**src/rtl/sra_pkg.sv**
```systemverilog
package sra_pkg;
  localparam logic [1:0] ADDR_INTV = 2'd0;
  localparam logic [1:0] ADDR_LIM  = 2'd1;
  localparam logic [1:0] ADDR_CMD  = 2'd2;

  localparam int CB_FS_ON   = 0;
  localparam int CB_FS_OFF  = 1;
  localparam int CB_RC_GO   = 2;
  localparam int CB_RC_HALT = 3;
  localparam int CB_AL_ON   = 4;
  localparam int CB_AL_OFF  = 5;

  typedef struct packed {
    logic fs_on;
    logic fs_off;
    logic rc_go;
    logic rc_halt;
    logic al_on;
    logic al_off;
  } sra_cmd_t;
endpackage

```
**src/rtl/sra_ctrl.sv**
```systemverilog
module sra_ctrl import sra_pkg::*; #(
  parameter int CFG_W  = 16,
  parameter int INTV_W = 16,
  parameter int LIM_W  = 16
) (
  input  logic              clk,
  input  logic              rst,
  input  logic              cfg_wr,
  input  logic [1:0]        cfg_addr,
  input  logic [CFG_W-1:0]  cfg_wdata,
  output logic [INTV_W-1:0] intv_sh,
  output logic [LIM_W-1:0]  lim_sh,
  output logic              go,
  output logic              fsync,
  output logic              alloc,
  output logic              rc_run,
  output logic              err
);
  localparam int CMP_W = (INTV_W > LIM_W) ? INTV_W : LIM_W;

  sra_cmd_t cmd;
  logic     cmd_wr;
  logic     bad_cfg, zero_cfg, start_req;
  logic [CMP_W-1:0] intv_x, lim_x;

  always_comb begin
    cmd.fs_on   = cfg_wdata[CB_FS_ON];
    cmd.fs_off  = cfg_wdata[CB_FS_OFF];
    cmd.rc_go   = cfg_wdata[CB_RC_GO];
    cmd.rc_halt = cfg_wdata[CB_RC_HALT];
    cmd.al_on   = cfg_wdata[CB_AL_ON];
    cmd.al_off  = cfg_wdata[CB_AL_OFF];
  end

  assign cmd_wr    = cfg_wr && (cfg_addr == ADDR_CMD);
  assign intv_x    = CMP_W'(intv_sh);
  assign lim_x     = CMP_W'(lim_sh);
  assign zero_cfg  = (intv_sh == '0) && (lim_sh == '0);
  assign bad_cfg   = (lim_x > intv_x) || ((intv_sh == '0) != (lim_sh == '0));
  assign start_req = cmd_wr && cmd.rc_go && !cmd.rc_halt;
  assign go        = start_req && !bad_cfg && !zero_cfg;

  always_ff @(posedge clk) begin
    if (rst) begin
      intv_sh <= '0;
      lim_sh  <= '0;
    end else if (cfg_wr) begin
      if (cfg_addr == ADDR_INTV) intv_sh <= cfg_wdata[INTV_W-1:0];
      if (cfg_addr == ADDR_LIM)  lim_sh  <= cfg_wdata[LIM_W-1:0];
    end
  end

  always_ff @(posedge clk) begin
    if (rst) begin
      fsync  <= 1'b1;
      alloc  <= 1'b0;
      rc_run <= 1'b0;
      err    <= 1'b0;
    end else if (cmd_wr) begin
      if (cmd.fs_off)     fsync <= 1'b0;
      else if (cmd.fs_on) fsync <= 1'b1;
      if (cmd.al_off)     alloc <= 1'b0;
      else if (cmd.al_on) alloc <= 1'b1;
      if (cmd.rc_halt) begin
        rc_run <= 1'b0;
      end else if (cmd.rc_go) begin
        if (bad_cfg) begin
          err <= 1'b1;
        end else if (zero_cfg) begin
          fsync  <= 1'b1;
          rc_run <= 1'b0;
          err    <= 1'b0;
        end else begin
          rc_run <= 1'b1;
          err    <= 1'b0;
        end
      end
    end
  end

  // clear bit of the force-sync pair wins over the set bit
  a_r2_clear_wins: assert property (@(posedge clk) disable iff (rst)
    (cmd_wr && cmd.fs_on && cmd.fs_off) |=> !fsync);
  // refused start flags the error and does not start from a stopped state
  a_r4_refuse: assert property (@(posedge clk) disable iff (rst)
    (start_req && bad_cfg && !rc_run) |=> (err && !rc_run));
  // all-zero start restores force-sync
  a_r5_zero_restore: assert property (@(posedge clk) disable iff (rst)
    (start_req && zero_cfg) |=> (fsync && !rc_run && !err));
endmodule

```
**src/rtl/sra_credit.sv**
```systemverilog
module sra_credit #(
  parameter int INTV_W = 16,
  parameter int LIM_W  = 16,
  parameter int BEAT_W = 8
) (
  input  logic              clk,
  input  logic              rst,
  input  logic              go,
  input  logic              rc_run,
  input  logic [INTV_W-1:0] intv_sh,
  input  logic [LIM_W-1:0]  lim_sh,
  input  logic              take,
  input  logic [BEAT_W-1:0] take_bytes,
  output logic              credit_nz
);
  localparam int CR_W = LIM_W + 3;

  logic [INTV_W-1:0] act_intv, timer;
  logic [LIM_W-1:0]  act_lim;
  logic [CR_W-1:0]   credit, take_x, refill;

  assign take_x    = CR_W'(take_bytes);
  assign refill    = {act_lim, 3'b000};
  assign credit_nz = (credit != '0);

  always_ff @(posedge clk) begin
    if (rst) begin
      act_intv <= '0;
      act_lim  <= '0;
      timer    <= '0;
      credit   <= '0;
    end else if (go) begin
      act_intv <= intv_sh;
      act_lim  <= lim_sh;
      timer    <= intv_sh;
      credit   <= {lim_sh, 3'b000};
    end else if (rc_run) begin
      if (timer <= INTV_W'(1)) begin
        timer  <= act_intv;
        credit <= refill;
      end else begin
        timer <= timer - INTV_W'(1);
        if (take) credit <= (credit > take_x) ? (credit - take_x) : '0;
      end
    end
  end

  // credit never exceeds the refill amount of the active limit
  a_r6_credit_cap: assert property (@(posedge clk) disable iff (rst)
    rc_run |-> (credit <= refill));
  // timer never idles at zero while running
  a_r6_timer_live: assert property (@(posedge clk) disable iff (rst)
    rc_run |-> (timer != '0));
endmodule

```
**src/rtl/sra_pick.sv**
```systemverilog
module sra_pick (
  input  logic clk,
  input  logic rst,
  input  logic sync_req,
  input  logic async_req,
  input  logic fsync,
  input  logic alloc,
  input  logic rc_run,
  input  logic credit_nz,
  output logic take,
  output logic grant_sync,
  output logic grant_async
);
  logic sync_ok, pick_s, pick_a;

  assign sync_ok = fsync || !rc_run || credit_nz;
  assign pick_s  = sync_req && sync_ok && (fsync || alloc || !async_req);
  assign pick_a  = async_req && !pick_s;
  assign take    = pick_s && rc_run && !fsync;

  always_ff @(posedge clk) begin
    if (rst) begin
      grant_sync  <= 1'b0;
      grant_async <= 1'b0;
    end else begin
      grant_sync  <= pick_s;
      grant_async <= pick_a;
    end
  end

  // mutually exclusive grants, only to a requester of the previous cycle
  a_r9_onehot: assert property (@(posedge clk) disable iff (rst)
    $onehot0({grant_sync, grant_async}));
  a_r9_sync_req: assert property (@(posedge clk) disable iff (rst)
    grant_sync |-> $past(sync_req));
  a_r9_async_req: assert property (@(posedge clk) disable iff (rst)
    grant_async |-> $past(async_req));
  // spent credit blocks the synchronous queue
  a_r6_no_credit: assert property (@(posedge clk) disable iff (rst)
    (rc_run && !fsync && !credit_nz && sync_req) |=> !grant_sync);
  // force-sync always serves a synchronous request
  a_r7_force: assert property (@(posedge clk) disable iff (rst)
    (fsync && sync_req) |=> grant_sync);
endmodule

```
**src/rtl/sync_rate_arb.sv**
```systemverilog
module sync_rate_arb #(
  parameter int CFG_W  = 16,
  parameter int INTV_W = 16,
  parameter int LIM_W  = 16,
  parameter int BEAT_W = 8
) (
  input  logic              clk,
  input  logic              rst,
  input  logic              cfg_wr,
  input  logic [1:0]        cfg_addr,
  input  logic [CFG_W-1:0]  cfg_wdata,
  input  logic              sync_req,
  input  logic [BEAT_W-1:0] sync_bytes,
  input  logic              async_req,
  output logic              grant_sync,
  output logic              grant_async,
  output logic              fsync_active,
  output logic              rc_running,
  output logic              cfg_err
);
  logic [INTV_W-1:0] intv_sh;
  logic [LIM_W-1:0]  lim_sh;
  logic go, fsync, alloc, rc_run, err, credit_nz, take;

  sra_ctrl #(.CFG_W(CFG_W), .INTV_W(INTV_W), .LIM_W(LIM_W)) u_ctrl (
    .clk(clk), .rst(rst), .cfg_wr(cfg_wr), .cfg_addr(cfg_addr),
    .cfg_wdata(cfg_wdata), .intv_sh(intv_sh), .lim_sh(lim_sh), .go(go),
    .fsync(fsync), .alloc(alloc), .rc_run(rc_run), .err(err)
  );

  sra_credit #(.INTV_W(INTV_W), .LIM_W(LIM_W), .BEAT_W(BEAT_W)) u_credit (
    .clk(clk), .rst(rst), .go(go), .rc_run(rc_run), .intv_sh(intv_sh),
    .lim_sh(lim_sh), .take(take), .take_bytes(sync_bytes),
    .credit_nz(credit_nz)
  );

  sra_pick u_pick (
    .clk(clk), .rst(rst), .sync_req(sync_req), .async_req(async_req),
    .fsync(fsync), .alloc(alloc), .rc_run(rc_run), .credit_nz(credit_nz),
    .take(take), .grant_sync(grant_sync), .grant_async(grant_async)
  );

  assign fsync_active = fsync;
  assign rc_running   = rc_run;
  assign cfg_err      = err;
endmodule

```
**config.mk**
```make
export PLATFORM = sky130hd
export DESIGN_NAME = sync_rate_arb
export DESIGN_NICKNAME = d
export VERILOG_FILES = /design/src/rtl/sra_pkg.sv /design/src/rtl/sra_ctrl.sv /design/src/rtl/sra_credit.sv /design/src/rtl/sra_pick.sv /design/src/rtl/sync_rate_arb.sv
export SDC_FILE = /design/constraint.sdc
export NUM_CORES = 1
export LEC_CHECK = 0
export BUFFER_PORTS_ARGS = -buffer_cell sky130_fd_sc_hd__buf_2
export CORE_MARGIN = 2
export CORE_UTILIZATION = 61
export CTS_CLUSTER_DIAMETER = 80
export CTS_CLUSTER_SIZE = 8
export DETAILED_ROUTE_END_ITERATION = 16
export MAX_ROUTING_LAYER = met4
export PLACE_DENSITY = 0.85
export SLEW_MARGIN = 20
export SYNTH_ARGS = -nofsm -noshare
export SYNTH_HDL_FRONTEND = slang
export SYNTH_SLANG_ARGS = --single-unit
```
**constraint.sdc**
```tcl
create_clock -name clk -period 3.45 [get_ports clk]
set_input_delay 0.5175 -clock clk [delete_from_list [all_inputs] [get_ports clk]]
set_output_delay 0.5175 -clock clk [all_outputs]
set_load 0.01 [all_outputs]
```
==> key figures <==
Worst hold path
  • WHS Endpoint: u_ctrl.alloc
  • Hold Crit Depth: 2
  • Hold Crit Class: input pin to flop
  • Min-Delay Startpoint: cfg_wdata[5]

Timing
  • Final setup viols: 0
  • Final Hold Vio Count: 0
  • RSZ-0062 raised after global routing: no
  • Fin Hold WS: 0.374 ns
  • Final Skew: 0.00835 ns
  • Max-slew headroom: 28.4%
  • Final worst-path cycle share: 93.0%
  • Setup total negative slack: 0 ns
  • Fin crit period: 3.21 ns
  • Slew Viols, Final: 0
  • Fmax: 312 MHz
  • Worst-margin pin slew: 1.05 ns

Synthesis
  • Post-Synthesis Cell Area: 0.00563 mm2
  • Post-synthesis adder-cell area fraction: 6.35%
  • Cell variety after synth: 63
  • Mapped Cells: 738
  • Sequential element share of the synthesized area: 37.3%
  • FF+latch count, synth: 105
  • Synth area leaders: dfxtp_1, nand2_1, a21oi_1
  • Count leader, synth: nand2_1
  • Top cell type by total area after synthesis: dfxtp_1
  • Post-Synth XOR/XNOR Area: 2.33%
  • Post-synth EDFFs: 0
  • Post-synthesis mux area share: 0.711%
  • Synth Warn #: 0
  • Post-synthesis compound-gate area fraction: 23.6%
  • Post-synthesis simple-gate area fraction: 23.2%
  • Synth top cells by count: nand2_1, a21oi_1, dfxtp_1
  • Async S/R FF share, synth: 0%
  • Syn_area_per_cell: 7.63 um2
  • Largest family of logic cells by synthesized area: compound AO/OA/AOI/OAI gates
  • Share of the synthesized area in the top cell type: 37.3%
  • Ys flop type: dfxtp_1
  • Syn_nets: 797

Floorplanning
  • Die height: 100 um
  • Die width: 100 um
  • Initial Util: 61.8%
  • Die area: 0.0100 mm2
  • FP Rows: 35
  • Core footprint: 0.00911 mm2
  • IO Pins: 36

Routing
  • Via density: 6.36
  • Via Count: 5573
  • Drt initial violations: 442
  • Antenna Violating Nets Remaining: 0
  • DRT Wirelength: 15.3 mm
  • Wirelength per Cell: 17.4 um
  • Remaining DRCs: 0
  • Pre-Repair DR Iteration Count: 5

Setup path
  • Reg2reg end: u_credit.credit[8]
  • CP peak stage delay: 0.72 ns
  • CP Class: flop to flop
  • Req. time, crit path: 3.69 ns
  • Cell count of the worst reg-to-reg path: 7
  • Worst Setup Start Kind: flop
  • Arrival @ worst endpoint: 3.44 ns
  • R2R setup slack: 0.24 ns
  • Crit path cell chain: or4_4 -> or4_1 -> or3_1 -> nand2_1 -> nand2_2 -> a221oi_1 -> o32ai_1
  • CP max FO: 17
  • CP Capture Type: flop
  • Slowest cell on crit path: or3_1
  • Critical Path Source: u_credit.timer[8]
  • Worst R2R Start: u_credit.timer[8]

Final layout
  • Layout cells sized above 1: 10.3%
  • P&R area growth vs syn: 7.91%
  • Number of antenna diodes: 0
  • Final #Nets: 819

Clock network
  • TritonCTS clock tree: built
  • Postcts setup bufs: 0
  • CTS Root Cell: clkbuf_8
  • H-tree depth: 3
  • Clk Latency, worst-skew pair: 0.37 ns
  • TritonCTS buffer count: 9
  • Clock Pin Slew Worst Setup and Hold Paths: 0.10 ns
  • Clock sinks: 105
  • CTS resizes: 0
  • Clock Tree Buf Depth: 2
  • Hold-fix buffers, CTS: 0

GRT
  • First-pass GRT wire length: 25.4 mm
  • Total gr overflow: 0
  • GRT Total Usage: 32.6%
  • Largest net degree at the start of global routing: 66
  • Initial antenna violation count: 0
  • Vias in the first global route: 5295

Power and ir drop
  • Power Dens Cells: 415 mW/mm2
  • Static Leak: 2.30 nW
  • VDD IR max: 0.243 mV

Place
  • Port Buffer Count: 35
  • Detailed Place HPWL: 10.8 mm
  • Routability Congestion: 0.964

Run
  • Max-cap violations: 0

Status
  • Outcome: completed
-- critical path, delay by kind of cell (launching register included) --
family	cells	cell delay (ns)
AND/OR/NAND/NOR	5	2.27
AO/OA/AOI/OAI	2	0.42
flip-flops	1	0.38
-- registers in the layout, indices dropped and copies added (netlist names), 16 cells and up --
| signal | cells |
|---|---|
| u_credit.timer | 16 |
| u_credit.credit | 19 |
| u_credit.act_intv | 16 |
| u_ctrl.intv_sh | 16 |
| u_credit.act_lim | 16 |
| u_ctrl.lim_sh | 16 |
-- how the worst max path moves through the flow --
stage | cells after the start | slack (ns) | endpoint
6_report | 7 | 0.24 | u_credit.credit[8]
3_5_place_dp | 9 | 0.33 | u_credit.credit[16]
2_1_floorplan | 10 | 0.78 | u_credit.credit[10]
5_1_grt | 7 | 0.11 | u_credit.credit[14]
3_3_place_gp | 8 | 0.43 | u_credit.timer[15]
4_1_cts | 7 | 0.29 | u_credit.credit[8]
-- report_power, final --
part	internal, W	switching, W
registers	0.00124	0.0000321
clock network	0.000297	0.000451
logic	0.000189	0.000316
-- layer usage --
layer	part of all wire, %	wire length (um)	track usage (%)	vias to the layer above
met5	0	0	-	-
met4	3.5	541	13.4	0
met3	6.4	981	5.92	45
met2	48	7280	53.3	230
met1	42	6470	39.9	2666
li1	-	-	-	2632
-- placed cells by master, fill, tap and decap left out, types with 10 or more instances in the layout --
master | synthesis | routed
inv_1 | 46 | 46
dfxtp_1 | 105 | 105
a221oi_1 | 10 | 10
buf_4 | 0 | 17
ha_1 | 27 | 27
buf_2 | 4 | 35
nand2_1 | 154 | 154
nor3_1 | 13 | 13
a21oi_1 | 107 | 106
clkbuf_8 | 0 | 10
o21ai_0 | 15 | 15
nor4_1 | 12 | 12
xor2_1 | 10 | 10
o32ai_1 | 14 | 14
nor2_1 | 58 | 58
-- logic make-up after synthesis --
| kind of cell | Yosys count |
|---|---|
| AND/OR/NAND/NOR | 291 |
| AO/OA/AOI/OAI | 207 |
| flip-flops | 105 |
| buffers and inverters | 88 |
| adder cells (fa/ha/maj) | 28 |
| XOR/XNOR | 15 |
| multiplexers | 4 |
-- stage by stage --
stage / setup WS, ns / cells / util [%] / power (W) / instance area [um2]
floorplan: 0.778 / 738 / - / 0.00164 / 5630
global route: 0.106 / 876 / 66.7 / 0.00263 / 6080
global placement: 0.427 / 860 / 64.6 / 0.00176 / 5880
finish: 0.241 / 876 / 66.7 / 0.00252 / 6080
CTS: 0.291 / 876 / 66.7 / 0.00251 / 6070
detailed placement: 0.327 / 860 / 64.6 / 0.00178 / 5880
-- final cells by class --
type	count	area (um2)
Multi-Input combinational cell	545	3170
Fill cell	797	3030
Sequential cell	105	2100
Timing Repair Buffer	52	303
Inverter	47	176
Clock buffer	11	141
Tap cell	111	139
Clock inverter	5	47.5
Power figures use the tool's default switching activity.
